===== config.mk =====
export PLATFORM = sky130hd
export DESIGN_NAME = eeprom_guard
export DESIGN_NICKNAME = d
export VERILOG_FILES = /design/src/rtl/guard_pkg.sv /design/src/rtl/guard_block_map.sv /design/src/rtl/guard_cycle_timer.sv /design/src/rtl/guard_status_reg.sv /design/src/rtl/eeprom_guard.sv
export SDC_FILE = /design/constraint.sdc
export NUM_CORES = 1
export LEC_CHECK = 0
export BUFFER_PORTS_ARGS = -buffer_cell sky130_fd_sc_hd__buf_2
export CORE_ASPECT_RATIO = 1.25
export CORE_MARGIN = 4
export CORE_UTILIZATION = 47
export CTS_BUF_LIST = sky130_fd_sc_hd__clkbuf_4 sky130_fd_sc_hd__clkbuf_8
export DETAILED_ROUTE_END_ITERATION = 16
export PLACE_DENSITY = 0.77
export SLEW_MARGIN = 20
export SYNTH_ARGS = -nofsm -noshare
export SYNTH_HDL_FRONTEND = slang
export SYNTH_SLANG_ARGS = --single-unit

===== constraint.sdc =====
create_clock -name clk -period 1.9 [get_ports clk]
set_input_delay 0.19 -clock clk [delete_from_list [all_inputs] [get_ports clk]]
set_output_delay 0.19 -clock clk [all_outputs]
set_load 0.05 [all_outputs]

===== src/rtl/guard_pkg.sv =====
package guard_pkg;

  localparam int unsigned SR_W = 8;

  typedef struct packed {
    logic       wpen;
    logic [1:0] bp;
  } nv_bits_t;

  // Assemble the visible status byte; bits 6..4 are reserved zero.
  function automatic logic [SR_W-1:0] pack_status(nv_bits_t nv, logic wel, logic wip);
    logic [SR_W-1:0] s;
    s      = '0;
    s[7]   = nv.wpen;
    s[3:2] = nv.bp;
    s[1]   = wel;
    s[0]   = wip;
    return s;
  endfunction

  // Status register is locked when the pin is armed and driven low.
  function automatic logic sr_locked(logic wpen, logic wp_hi);
    return wpen & ~wp_hi;
  endfunction

endpackage


===== src/rtl/guard_block_map.sv =====
module guard_block_map #(
  parameter int unsigned ADDR_W = 15
) (
  input  logic [ADDR_W-1:0] addr,
  input  logic [1:0]        bp,
  output logic              hit
);
  // Protection decodes only the two top address bits (quarters of the array).
  function automatic logic in_guarded(logic [1:0] top2, logic [1:0] code);
    case (code)
      2'b00:   return 1'b0;
      2'b01:   return top2 == 2'b11;
      2'b10:   return top2[1];
      default: return 1'b1;
    endcase
  endfunction

  assign hit = in_guarded(addr[ADDR_W-1 -: 2], bp);

endmodule


===== src/rtl/guard_cycle_timer.sv =====
module guard_cycle_timer #(
  parameter int unsigned CYCLE_CLKS = 500000
) (
  input  logic clk,
  input  logic rst_n,
  input  logic start,
  output logic busy,
  output logic done
);
  localparam int unsigned      CW   = $clog2(CYCLE_CLKS + 1);
  localparam logic [CW-1:0]    LAST = CW'(CYCLE_CLKS - 1);

  logic [CW-1:0] remain;
  logic [CW-1:0] run_len;

  assign done = busy && (remain == '0);

  always_ff @(posedge clk or negedge rst_n) begin
    if (!rst_n) begin
      busy   <= 1'b0;
      remain <= '0;
    end else if (start && !busy) begin
      busy   <= 1'b1;
      remain <= LAST;
    end else if (done) begin
      busy   <= 1'b0;
    end else if (busy) begin
      remain <= remain - 1'b1;
    end
  end

  // Independent up-counter of elapsed busy cycles, used by the checks below.
  always_ff @(posedge clk or negedge rst_n) begin
    if (!rst_n)     run_len <= '0;
    else if (!busy) run_len <= '0;
    else            run_len <= run_len + 1'b1;
  end

  AST_CYCLE_LEN: assert property (@(posedge clk) disable iff (!rst_n)
    done |-> run_len == LAST);
  AST_NO_EARLY_END: assert property (@(posedge clk) disable iff (!rst_n)
    (busy && !done) |=> busy);

endmodule


===== src/rtl/guard_status_reg.sv =====
module guard_status_reg
  import guard_pkg::*;
(
  input  logic       clk,
  input  logic       rst_n,
  input  logic       cmd_set_wel,
  input  logic       cmd_clr_wel,
  input  logic       cmd_sr_commit,
  input  logic       cmd_arr_commit,
  input  logic       din_wpen,
  input  logic [1:0] din_bp,
  input  logic       wp_pin_hi,
  input  logic       busy,
  input  logic       done,
  output nv_bits_t   nv,
  output logic       wel,
  output logic       locked,
  output logic       start
);
  logic acc_set, acc_clr, acc_sr, acc_arr;

  assign locked  = sr_locked(nv.wpen, wp_pin_hi);
  assign acc_set = cmd_set_wel && !busy;
  assign acc_clr = cmd_clr_wel && !busy;
  assign acc_sr  = cmd_sr_commit && !busy && wel && !locked;
  assign acc_arr = cmd_arr_commit && !busy && wel;
  assign start   = acc_sr || acc_arr;

  always_ff @(posedge clk or negedge rst_n) begin
    if (!rst_n)       wel <= 1'b0;
    else if (done)    wel <= 1'b0;
    else if (acc_clr) wel <= 1'b0;
    else if (acc_set) wel <= 1'b1;
  end

  always_ff @(posedge clk or negedge rst_n) begin
    if (!rst_n)      nv <= '0;
    else if (acc_sr) nv <= '{wpen: din_wpen, bp: din_bp};
  end

  AST_WEL_CLR_DONE: assert property (@(posedge clk) disable iff (!rst_n)
    done |=> !wel);
  AST_BUSY_FREEZE: assert property (@(posedge clk) disable iff (!rst_n)
    (busy && !done) |=> ($stable(wel) && $stable(nv)));
  AST_LOCK_KEEPS_NV: assert property (@(posedge clk) disable iff (!rst_n)
    (cmd_sr_commit && locked) |=> $stable(nv));
  AST_LOCK_NO_CYCLE: assert property (@(posedge clk) disable iff (!rst_n)
    (cmd_sr_commit && locked && !busy && !cmd_arr_commit) |=> !busy);

endmodule


===== src/rtl/eeprom_guard.sv =====
module eeprom_guard
  import guard_pkg::*;
#(
  parameter int unsigned ADDR_W     = 15,
  parameter int unsigned CYCLE_CLKS = 500000
) (
  input  logic              clk,
  input  logic              rst_n,
  input  logic              cmd_set_wel,
  input  logic              cmd_clr_wel,
  input  logic              cmd_sr_commit,
  input  logic              cmd_arr_commit,
  input  logic [SR_W-1:0]   sr_din,
  input  logic              wp_pin_hi,
  input  logic [ADDR_W-1:0] probe_addr,
  output logic [SR_W-1:0]   status_q,
  output logic              busy,
  output logic              probe_addr_ok,
  output logic              sr_write_ok
);
  nv_bits_t nv;
  logic     wel, locked, start_cyc, cyc_done, block_hit;
  logic     unused_din_bits;

  assign unused_din_bits = ^{sr_din[6:4], sr_din[1:0]};

  guard_status_reg u_status (
    .clk            (clk),
    .rst_n          (rst_n),
    .cmd_set_wel    (cmd_set_wel),
    .cmd_clr_wel    (cmd_clr_wel),
    .cmd_sr_commit  (cmd_sr_commit),
    .cmd_arr_commit (cmd_arr_commit),
    .din_wpen       (sr_din[7]),
    .din_bp         (sr_din[3:2]),
    .wp_pin_hi      (wp_pin_hi),
    .busy           (busy),
    .done           (cyc_done),
    .nv             (nv),
    .wel            (wel),
    .locked         (locked),
    .start          (start_cyc)
  );

  guard_cycle_timer #(.CYCLE_CLKS(CYCLE_CLKS)) u_timer (
    .clk   (clk),
    .rst_n (rst_n),
    .start (start_cyc),
    .busy  (busy),
    .done  (cyc_done)
  );

  guard_block_map #(.ADDR_W(ADDR_W)) u_map (
    .addr (probe_addr),
    .bp   (nv.bp),
    .hit  (block_hit)
  );

  assign status_q      = pack_status(nv, wel, busy);
  assign probe_addr_ok = wel && !busy && !block_hit;
  assign sr_write_ok   = wel && !busy && !locked;

  AST_START_RAISES_BUSY: assert property (@(posedge clk) disable iff (!rst_n)
    start_cyc |=> busy);
  AST_END_DROPS_WEL: assert property (@(posedge clk) disable iff (!rst_n)
    $fell(busy) |-> !status_q[1]);

endmodule


==> out/qor.txt <==
Max frequency = 0.486 GHz
Max H-tree Level = 1
Status = finished, violations left
Detailed-route DRC error count = 0
Root buffer cell = clkbuf_4
ANT cells = 0
Vias = 1292
Routed wire length = 3410 um
Via density = 5.87
CP top delay family = simple AND/OR/NAND/NOR gates
Crit path capture type = flop
Hold WC Path Type = in2reg
Clk_skew = 0.00752 ns
Total power draw = 0.000866 W
Area leader, netlist = dfrtp_1
Netlist Area Pre-Place = 1330 um^2
Reg2Reg Depth = 4
Critical Path, Cell by Cell = or4b_4 > or3_4 > or4_4 > mux2i_1
Crit start category = flop
WP data required = 2.11 ns
Post-Syn Instances = 137
Maxcap violations = 0
Distinct cells, synth = 37
Die span in x = 55.5 um
Worst Max-Slew Pin Slew = 0.596 ns
Most common cell after layout, fill and taps aside = buf_4
Worst Setup EP = u_timer.remain[13]$_DFFE_PN0P_
Slowest cell on crit path = or4b_4
Area contributors post-synth = dfrtp_1 (45%), o31ai_1 (4.0%), mux2i_1 (3.8%)
Final period util = 1.08
Gr usage total = 0.192
Initial antenna violation count = 0
R2r endpoint = u_timer.remain[13]$_DFFE_PN0P_
Max Root-Sink Buffers = 2
Initial Util = 0.495
Worst-path fanout max = 2
EDFF count, synth = 0
CTS Buf Count = 3
Share of cells above drive strength 1 = 0.468
I/O Buffers = 19
Worst setup startpoint = u_timer.remain[2]$_DFFE_PN0P_
Worst path bufs/invs = 0
Slew HR = 0.603
Clock group share of total power = 0.314
Site Rows = 21
CP Class = reg2reg
R2r setup slk = -0.16 ns
Power Density = 468 nW/um^2
Post-synthesis sequential area ratio = 0.453
Die Height = 67.4 um
Crit path DAT = 2.27 ns
Register bit total from synthesis = 24
Worst-path clk slew = 0.13 ns
GRT Residual Overflow = 0
Die footprint = 3740 um^2
CTS tree = built
Final worst setup slack = -0.158 ns
FFs w/ async S/R, synth = 1.00
R2r startpoint = u_timer.remain[2]$_DFFE_PN0P_
Core Area = 2680 um^2
Slowest stage delay, CP = 0.54 ns
CTS Sinks = 24
Slew Limit Fails = 0
Initial DRC Count = 18
First-pass GRT wire length = 5730 um
Final worst path period need = 2.06 ns
Most frequent cells in the layout = buf_4 (28), dfrtp_1 (23), buf_2 (19)
NetSw = 0.000209 W
Avg Inst Size Synth = 9.68 um^2
Antenna Nets Post-Route = 0
Primary FF master, synth = dfrtp_1
Critical path depth = 4
Seq pwr share = 0.605
I/O pin cnt = 41
Wire per inst = 15.5 um
Sw Ratio = 0.242
Initial DRT Pass Iterations = 4
Post-layout nets = 218
Largest net degree at the start of global routing = 25
Setup-failing EPs final = 4
Routability congestion estimate = 0.835
Yosys warns = 0
Placed wire-length estimate = 2360 um
Hold Fails Final Rpt = 0
RSZ-0062 raised after global routing = yes
Final Core Density = 0.691
Area grow syn2layout = 39.6%
Failing checks = setup timing
Yosys top cell area share = 0.453
P_leak = 0.771 nW
Comb pwr share = 0.081
Clk_lat worst skew = 0.32 ns
Number of global-route vias before repair = 1288
P_int = 0.000657 W
Peak VDD IR = 346 uV
==> cell usage after synthesis (5+ instances only) <==
cell type   n
buf_4       5
o31ai_1     7
inv_1       5
nand2_1    11
o21ai_0     9
dfrtp_1    24
nor2_1     11
mux2i_1     5
==> logic make-up after synthesis <==
group | synth area share
buffers and inverters | 0.0509
muxes | 0.0632
and+or+nand+nor | 0.254
AOI/OAI and AO/OA | 0.167
other | 0.00283
adders and majority gates | 0.00943
DFF | 0.453
==> layer usage <==
metal / GRT usage / routed length (um) / part of all wire / vias up
met2: 0.371 / 1870 / 0.55 / 28
met3: 0.0268 / 116 / 0.034 / 6
met5: 0 / 0 / 0 / -
li1: - / - / - / 611
met1: 0.212 / 1370 / 0.40 / 647
met4: 0.0790 / 43 / 0.013 / 0
==> worst reg2reg max path, delay by kind of cell (launching register included) <==
| kind | cells | cell delay [ns] |
|---|---|---|
| simple gates | 3 | 1.41 |
| mux | 1 | 0.13 |
| flops | 1 | 0.41 |
==> sequential cells by signal, indices dropped and copies added, names as in the netlist <==
register        count
u_timer.remain     19
u_status.nv         3
u_status.wel        1
u_timer.busy        1
==> what timing repair did <==
action	4_1_cts	5_1_grt
endpoints found under the setup margin	8	16
pin swaps	3	3
resized for setup	11	20
endpoints found under the hold margin	24	0
hold buffers	1	0
setup buffers	1	2
==> stage by stage <==
step	TNS (ns)	instance area, um^2	std cells	hold WS [ns]	worst slack (ns)
2_1_floorplan	-0.383	1350	139	-0.106	-0.264
3_3_place_gp	-0.411	1650	212	0.197	-0.120
3_5_place_dp	-0.591	1650	212	0.203	-0.167
4_1_cts	-0.448	1750	218	0.0879	-0.147
5_1_grt	-0.851	1850	220	0.0801	-0.212
6_report	-0.231	1850	220	0.0966	-0.158
==> cell type report <==
type / count / area [um^2]
Multi-Input combinational cell: 102 / 801
Timing Repair Buffer: 51 / 349
Fill cell: 200 / 828
Inverter: 5 / 21.3
Tap cell: 34 / 42.5
Sequential cell: 24 / 602
Clock buffer: 4 / 36.3
==> how the worst min path moves through the flow <==
stage / cells after the start / slack (ns) / endpoint / start
2_1_floorplan: 0 / -0.11 / u_status.nv[0]$_DFFE_PN0P_ / rst_n
3_3_place_gp: 1 / 0.20 / u_timer.remain[8]$_DFFE_PN0P_ / rst_n
3_5_place_dp: 1 / 0.20 / u_timer.remain[12]$_DFFE_PN0P_ / rst_n
4_1_cts: 2 / 0.09 / u_status.nv[2]$_DFFE_PN0P_ / sr_din[7]
5_1_grt: 2 / 0.08 / u_status.nv[2]$_DFFE_PN0P_ / sr_din[7]
6_report: 2 / 0.1 / u_status.nv[2]$_DFFE_PN0P_ / sr_din[7]
==> power by group through the flow <==
| stage | Sequential [W] | Combinational (W) | Clock [W] |
|---|---|---|---|
| 6_report | 0.000524 | 0.0000702 | 0.000272 |
| 5_1_grt | 0.000525 | 0.0000774 | 0.000300 |
| 4_1_cts | 0.000523 | 0.0000703 | 0.000281 |
| 3_5_place_dp | 0.000533 | 0.0000684 | 0 |
| 3_3_place_gp | 0.000532 | 0.0000661 | 0 |
| 2_1_floorplan | 0.000544 | 0.0000298 | 0 |
No activity file was read; power rests on OpenSTA's default activity.
